**config.mk**
```make
export PLATFORM = sky130hd
export DESIGN_NAME = sdram_cmd_front
export DESIGN_NICKNAME = d
export VERILOG_FILES = /design/src/rtl/sdram_fe_pkg.sv /design/src/rtl/sdram_cmd_decode.sv /design/src/rtl/sdram_bank_slot.sv /design/src/rtl/sdram_cmd_front.sv
export SDC_FILE = /design/constraint.sdc
export NUM_CORES = 1
export LEC_CHECK = 0
export ABC_CLOCK_PERIOD_IN_PS = 3900
export BUFFER_PORTS_ARGS = -buffer_cell sky130_fd_sc_hd__buf_2
export CORE_AREA = 8 8 89 91
export CTS_BUF_LIST = sky130_fd_sc_hd__clkbuf_2
export CTS_CLUSTER_DIAMETER = 120
export DETAILED_ROUTE_END_ITERATION = 16
export DIE_AREA = 0 0 97 99
export MAX_ROUTING_LAYER = met4
export PLACE_DENSITY_LB_ADDON = 0.05
export SYNTH_ARGS = -nofsm -noshare
export SYNTH_HDL_FRONTEND = slang
export SYNTH_SLANG_ARGS = --single-unit
```
**constraint.sdc**
```tcl
create_clock -name clk -period 3.9 [get_ports clk]
set_input_delay 1.17 -clock clk [delete_from_list [all_inputs] [get_ports clk]]
set_output_delay 1.17 -clock clk [all_outputs]
set_load 0.01 [all_outputs]
```
**src/rtl/sdram_fe_pkg.sv**
```systemverilog
package sdram_fe_pkg;
  typedef enum logic [2:0] {
    K_IDLE  = 3'd0,
    K_ACT   = 3'd1,
    K_RD    = 3'd2,
    K_WR    = 3'd3,
    K_PRE   = 3'd4,
    K_UNSUP = 3'd5
  } cmd_kind_e;

  // {ras_n, cas_n, we_n}
  localparam logic [2:0] PIN_ACT = 3'b011;
  localparam logic [2:0] PIN_RD  = 3'b101;
  localparam logic [2:0] PIN_WR  = 3'b100;
  localparam logic [2:0] PIN_PRE = 3'b010;
  localparam logic [2:0] PIN_NOP = 3'b111;
endpackage

```
**src/rtl/sdram_cmd_decode.sv**
```systemverilog
module sdram_cmd_decode
  import sdram_fe_pkg::*;
#(
  parameter int ADDR_W = 12,
  parameter int AP_BIT = 10
) (
  input  logic              cke_i,
  input  logic              csn_i,
  input  logic              rasn_i,
  input  logic              casn_i,
  input  logic              wen_i,
  input  logic [ADDR_W-1:0] addr_i,
  output cmd_kind_e         kind_o,
  output logic [ADDR_W-2:0] col_o,
  output logic              flag_o
);
  always_comb begin
    kind_o = K_IDLE;
    if (cke_i && !csn_i) begin
      unique case ({rasn_i, casn_i, wen_i})
        PIN_ACT: kind_o = K_ACT;
        PIN_RD:  kind_o = K_RD;
        PIN_WR:  kind_o = K_WR;
        PIN_PRE: kind_o = K_PRE;
        PIN_NOP: kind_o = K_IDLE;
        default: kind_o = K_UNSUP;
      endcase
    end
  end

  // The overloaded bit is removed from the column and reported separately.
  assign col_o  = {addr_i[ADDR_W-1:AP_BIT+1], addr_i[AP_BIT-1:0]};
  assign flag_o = addr_i[AP_BIT];
endmodule

```
**src/rtl/sdram_bank_slot.sv**
```systemverilog
module sdram_bank_slot #(
  parameter int ROW_W = 12
) (
  input  logic             clk,
  input  logic             rst_n,
  input  logic             act_hit_i,
  input  logic             rw_hit_i,
  input  logic             ap_i,
  input  logic             pre_hit_i,
  input  logic             done_i,
  input  logic [ROW_W-1:0] row_i,
  output logic             open_o,
  output logic [ROW_W-1:0] row_o
);
  logic armed_q;
  logic auto_close;

  assign auto_close = done_i && armed_q;

  always_ff @(posedge clk or negedge rst_n) begin
    if (!rst_n) begin
      open_o  <= 1'b0;
      row_o   <= '0;
      armed_q <= 1'b0;
    end else begin
      if (act_hit_i) begin
        open_o <= 1'b1;
        row_o  <= row_i;
      end else if (pre_hit_i || auto_close) begin
        open_o <= 1'b0;
      end

      if (pre_hit_i || act_hit_i) armed_q <= 1'b0;
      else if (rw_hit_i)          armed_q <= ap_i;
      else if (auto_close)        armed_q <= 1'b0;
    end
  end
endmodule

```
**src/rtl/sdram_cmd_front.sv**
```systemverilog
module sdram_cmd_front
  import sdram_fe_pkg::*;
#(
  parameter int NUM_BANKS = 4,
  parameter int ADDR_W    = 12,
  parameter int AP_BIT    = 10,
  localparam int BA_W     = $clog2(NUM_BANKS),
  localparam int COL_W    = ADDR_W - 1
) (
  input  logic                        clk,
  input  logic                        rst_n,
  input  logic                        cke_i,
  input  logic                        csn_i,
  input  logic                        rasn_i,
  input  logic                        casn_i,
  input  logic                        wen_i,
  input  logic [BA_W-1:0]             ba_i,
  input  logic [ADDR_W-1:0]           addr_i,
  input  logic [NUM_BANKS-1:0]        burst_done_i,
  output logic                        act_o,
  output logic                        rd_o,
  output logic                        wr_o,
  output logic                        pre_o,
  output logic                        unsup_o,
  output logic                        proto_err_o,
  output logic [BA_W-1:0]             bank_o,
  output logic [ADDR_W-1:0]           row_o,
  output logic [COL_W-1:0]            col_o,
  output logic                        auto_pre_o,
  output logic                        pre_all_o,
  output logic [NUM_BANKS-1:0]        open_o,
  output logic [NUM_BANKS*ADDR_W-1:0] rows_o
);
  cmd_kind_e         kind;
  logic [COL_W-1:0]  col_w;
  logic              flag_w;
  logic              hit;
  logic              act_ok, rw_ok, is_rw, fwd;

  sdram_cmd_decode #(.ADDR_W(ADDR_W), .AP_BIT(AP_BIT)) u_dec (
    .cke_i (cke_i),
    .csn_i (csn_i),
    .rasn_i(rasn_i),
    .casn_i(casn_i),
    .wen_i (wen_i),
    .addr_i(addr_i),
    .kind_o(kind),
    .col_o (col_w),
    .flag_o(flag_w)
  );

  assign hit    = open_o[ba_i];
  assign is_rw  = (kind == K_RD) || (kind == K_WR);
  assign act_ok = (kind == K_ACT) && !hit;
  assign rw_ok  = is_rw && hit;
  assign fwd    = act_ok || rw_ok || (kind == K_PRE);

  for (genvar b = 0; b < NUM_BANKS; b++) begin : g_bank
    logic sel;
    logic [ADDR_W-1:0] row_b;
    assign sel = (ba_i == BA_W'(b));

    sdram_bank_slot #(.ROW_W(ADDR_W)) u_slot (
      .clk      (clk),
      .rst_n    (rst_n),
      .act_hit_i(act_ok && sel),
      .rw_hit_i (rw_ok && sel),
      .ap_i     (flag_w),
      .pre_hit_i((kind == K_PRE) && (flag_w || sel)),
      .done_i   (burst_done_i[b]),
      .row_i    (addr_i),
      .open_o   (open_o[b]),
      .row_o    (row_b)
    );
    assign rows_o[b*ADDR_W +: ADDR_W] = row_b;
  end

  always_ff @(posedge clk or negedge rst_n) begin
    if (!rst_n) begin
      act_o       <= 1'b0;
      rd_o        <= 1'b0;
      wr_o        <= 1'b0;
      pre_o       <= 1'b0;
      unsup_o     <= 1'b0;
      proto_err_o <= 1'b0;
      bank_o      <= '0;
      row_o       <= '0;
      col_o       <= '0;
      auto_pre_o  <= 1'b0;
      pre_all_o   <= 1'b0;
    end else begin
      act_o       <= act_ok;
      rd_o        <= (kind == K_RD) && hit;
      wr_o        <= (kind == K_WR) && hit;
      pre_o       <= (kind == K_PRE);
      unsup_o     <= (kind == K_UNSUP);
      proto_err_o <= ((kind == K_ACT) && hit) || (is_rw && !hit);
      bank_o      <= fwd ? ba_i : '0;
      row_o       <= act_ok ? addr_i : '0;
      col_o       <= rw_ok ? col_w : '0;
      auto_pre_o  <= rw_ok && flag_w;
      pre_all_o   <= (kind == K_PRE) && flag_w;
    end
  end
endmodule

```
==> reports/results.ini <==
[status]
run_status=completed

[cells_and_area]
nNetsFinal=369
final_layout_size_suffix_gt1_frac=0.553
area_growth_syn_to_layout_pct=18.4
n_fill_cell=525
n_antenna_cell=0

[die]
start_util=0.549
core-area_mm2=0.00657
die_area_mm2=0.00960
chipWidth_um=97
fp-row-count=30
die_h_um=99
io_pins=110

[synth]
synth_top_area_frac=0.617
synth_warnings=0
yosys-top-cells-area=dfrtp_1, mux2_4, mux2_2
yosysTopAreaCell=dfrtp_1
synthesis.instances=233
syn-cell-area_mm2=0.00361
synth_cell_types=29
avgSynthCellArea_um2=15.5
syn_nets=258
yosysSeqAreaShare=0.617
ys_seq_elements=89

[routing]
postRouteAntennaNets=0
drc=0
detail_route.first_pass.iterations=4
via_count=2199
drt_wl_total_um=8080
drt-vias-per-instance=5.13
drtIter0Drc=49
wl_per_cell_um=18.8

[clock_tree]
clockBufferDepth=2
cts_setup_buffers=0
clk_latency_ps=540
cts_max_level=3
cts-resized-gates=0
root_buffer=clkbuf_2
clkSinkCount=89
path_clk_slew_ps=210
cts_made_buffers=9
cts_tree=yes
ctsHoldBuffers=0

[sta]
hold_viol=0
fmax_ghz=0.351
worst_pin_slew_ps=743
finalMaxSlewViolations=0
rsz0062_at_grt=false
min_period_ps=2850
fin_crit_sh=0.731
whs_ps=536
relSlewSlack=0.505
setup_viol=0
tns_ps=0
skew_ps=29.8

[place]
dp_hpwl_um=5850
gp_congestion=0.798
portBuffers=109

[power_and_ir_drop]
powerDensity_mw_per_mm2=423
static-leakage-power_nw=2.41
ir_drop_mv=0.280

[critical_path]
cp.required_ps=4340
cp-end-kind=flop
critPathLaunchType=primary input
r2r-end=g_bank[2].u_slot.row_o[1]$_DFFE_PN0P_
critPathKind=primary input to flop
r2r_start=g_bank[3].u_slot.open_o$_DFFE_PN0P_
reg2reg_setup_slack_ps=1400
crit_arrival_ps=3280
rr_worst_depth=4
cp_max_fo=17

[hold_path]
holdCritStartpoint=g_bank[2].u_slot.row_o[7]$_DFFE_PN0P_
hold_depth=1
hp-class=flop to flop
min_to=g_bank[2].u_slot.row_o[7]$_DFFE_PN0P_

[global_routing]
antenna_found_initial=0
grt_pass1_wl_um=13300
grt-ovfl-total=0
track_usage=0.180
grt_pass1_vias=2389
grt_max_degree=62

[flow_run]
max-cap-violations=0

worst max path at each step:
stage	start	endpoint	slack, ps	cells past startpoint
CTS	ba_i[0]	g_bank[0].u_slot.row_o[0]$_DFFE_PN0P_	1050	5
finish	ba_i[0]	g_bank[2].u_slot.row_o[1]$_DFFE_PN0P_	1050	5
global placement	ba_i[0]	g_bank[2].u_slot.row_o[1]$_DFFE_PN0P_	480	5
floorplan	ba_i[0]	g_bank[0].u_slot.row_o[10]$_DFFE_PN0P_	1100	5
detailed placement	ba_i[0]	g_bank[0].u_slot.row_o[0]$_DFFE_PN0P_	420	5
global route	ba_i[0]	g_bank[2].u_slot.row_o[0]$_DFFE_PN0P_	980	5
cells in the final DEF, fill, tap and decap left out:
master / Yosys / layout
and2_1: 14 / 14
and3_2: 2 / 2
clkinv_1: 0 / 2
clkinv_2: 0 / 2
inv_1: 10 / 10
mux2i_1: 1 / 1
nor4bb_1: 2 / 1
nor2_4: 4 / 4
buf_4: 4 / 4
inv_6: 0 / 1
nor2_1: 2 / 2
a31o_2: 4 / 4
mux2_4: 36 / 36
and2_2: 2 / 2
clkbuf_2: 0 / 10
mux4_2: 1 / 1
or2_2: 1 / 1
nor3b_1: 2 / 2
nor2b_1: 2 / 2
nand4b_4: 1 / 1
nor4bb_4: 0 / 1
and3_1: 11 / 11
nand3_1: 2 / 2
a21oi_1: 1 / 1
o32ai_1: 4 / 4
buf_2: 2 / 108
nand2_1: 7 / 7
bufinv_16: 0 / 1
or2b_2: 2 / 2
dfrtp_1: 89 / 89
mux2_2: 13 / 13
o21ai_0: 4 / 4
a22oi_1: 4 / 4
critical path, cell delays in order:
cell and delay [ps]:
buf_2 140, mux4_2 700, nand4b_4 340, nor2_4 540, mux2_2 400
metal layers:
layer  global-route usage  part of all wire  vias up  wire, µm
li1                     -                 -     1028         -
met1                0.223              0.46     1084      3700
met2                0.276              0.48       74      3850
met3               0.0441             0.045       13       362
met4               0.0769             0.020        0       163
met5                    -                 0        -         0
state kept, by name (all words and copies together), names as in the netlist:
register and flops:
act_o 1, row_o 12, pre_o 1, pre_all_o 1, bank_o 2, unsup_o 1, auto_pre_o 1, rd_o 1
g_bank.u_slot.armed_q 4, g_bank.u_slot.row_o 48, wr_o 1, proto_err_o 1, g_bank.u_slot.open_o 4, col_o 11
where the power goes:
group | total [mW] | switching, mW | internal (mW)
Sequential | 1.05 | 0.0483 | 1.00
Combinational | 0.310 | 0.150 | 0.160
Clock | 0.447 | 0.300 | 0.147
layout make-up:
type	instances	area, µm²	area share
sequential	89	2230	0.521
timing repair buffer	112	571	0.134
inverter	10	37.5	0.00879
clock inverter	6	56.3	0.0132
tap	80	100	0.0234
clock buffer	10	50.0	0.0117
multi-input combinational	122	1230	0.288
Yosys cell counts:
cell type,n
buf_2,2
and3_1,11
nand2_1,7
nor2_4,4
nor4bb_1,2
nand4b_4,1
or2_2,1
inv_1,10
buf_12,4
a31o_2,4
nor2b_1,2
and3_2,2
dfrtp_1,89
buf_4,4
and2_2,2
a22oi_1,4
o32ai_1,4
or2b_2,2
mux2_4,36
a21oi_1,1
o21ai_0,4
mux4_2,1
nor2_1,2
nor3b_1,2
nand3_1,2
clkbuf_1,2
mux2_2,13
and2_1,14
mux2i_1,1
per-stage QoR:
stage	std cells	power [mW]	setup slack (ps)	instance area (µm²)	util
finish	429	1.81	1050	4270	0.650
CTS	429	1.82	1050	4270	0.650
global placement	413	1.38	480	4170	0.634
floorplan	233	1.23	1100	3610	-
global route	429	1.89	982	4270	0.650
detailed placement	413	1.38	416	4170	0.634
cell families after synthesis:
| logic type | Yosys count | share of synthesized area |
|---|---|---|
| DFF | 89 | 0.617 |
| and+or+nand+nor | 54 | 0.103 |
| muxes | 51 | 0.199 |
| buffers and inverters | 22 | 0.0458 |
| AOI/OAI and AO/OA | 17 | 0.0347 |
Power figures use the tool's default switching activity.
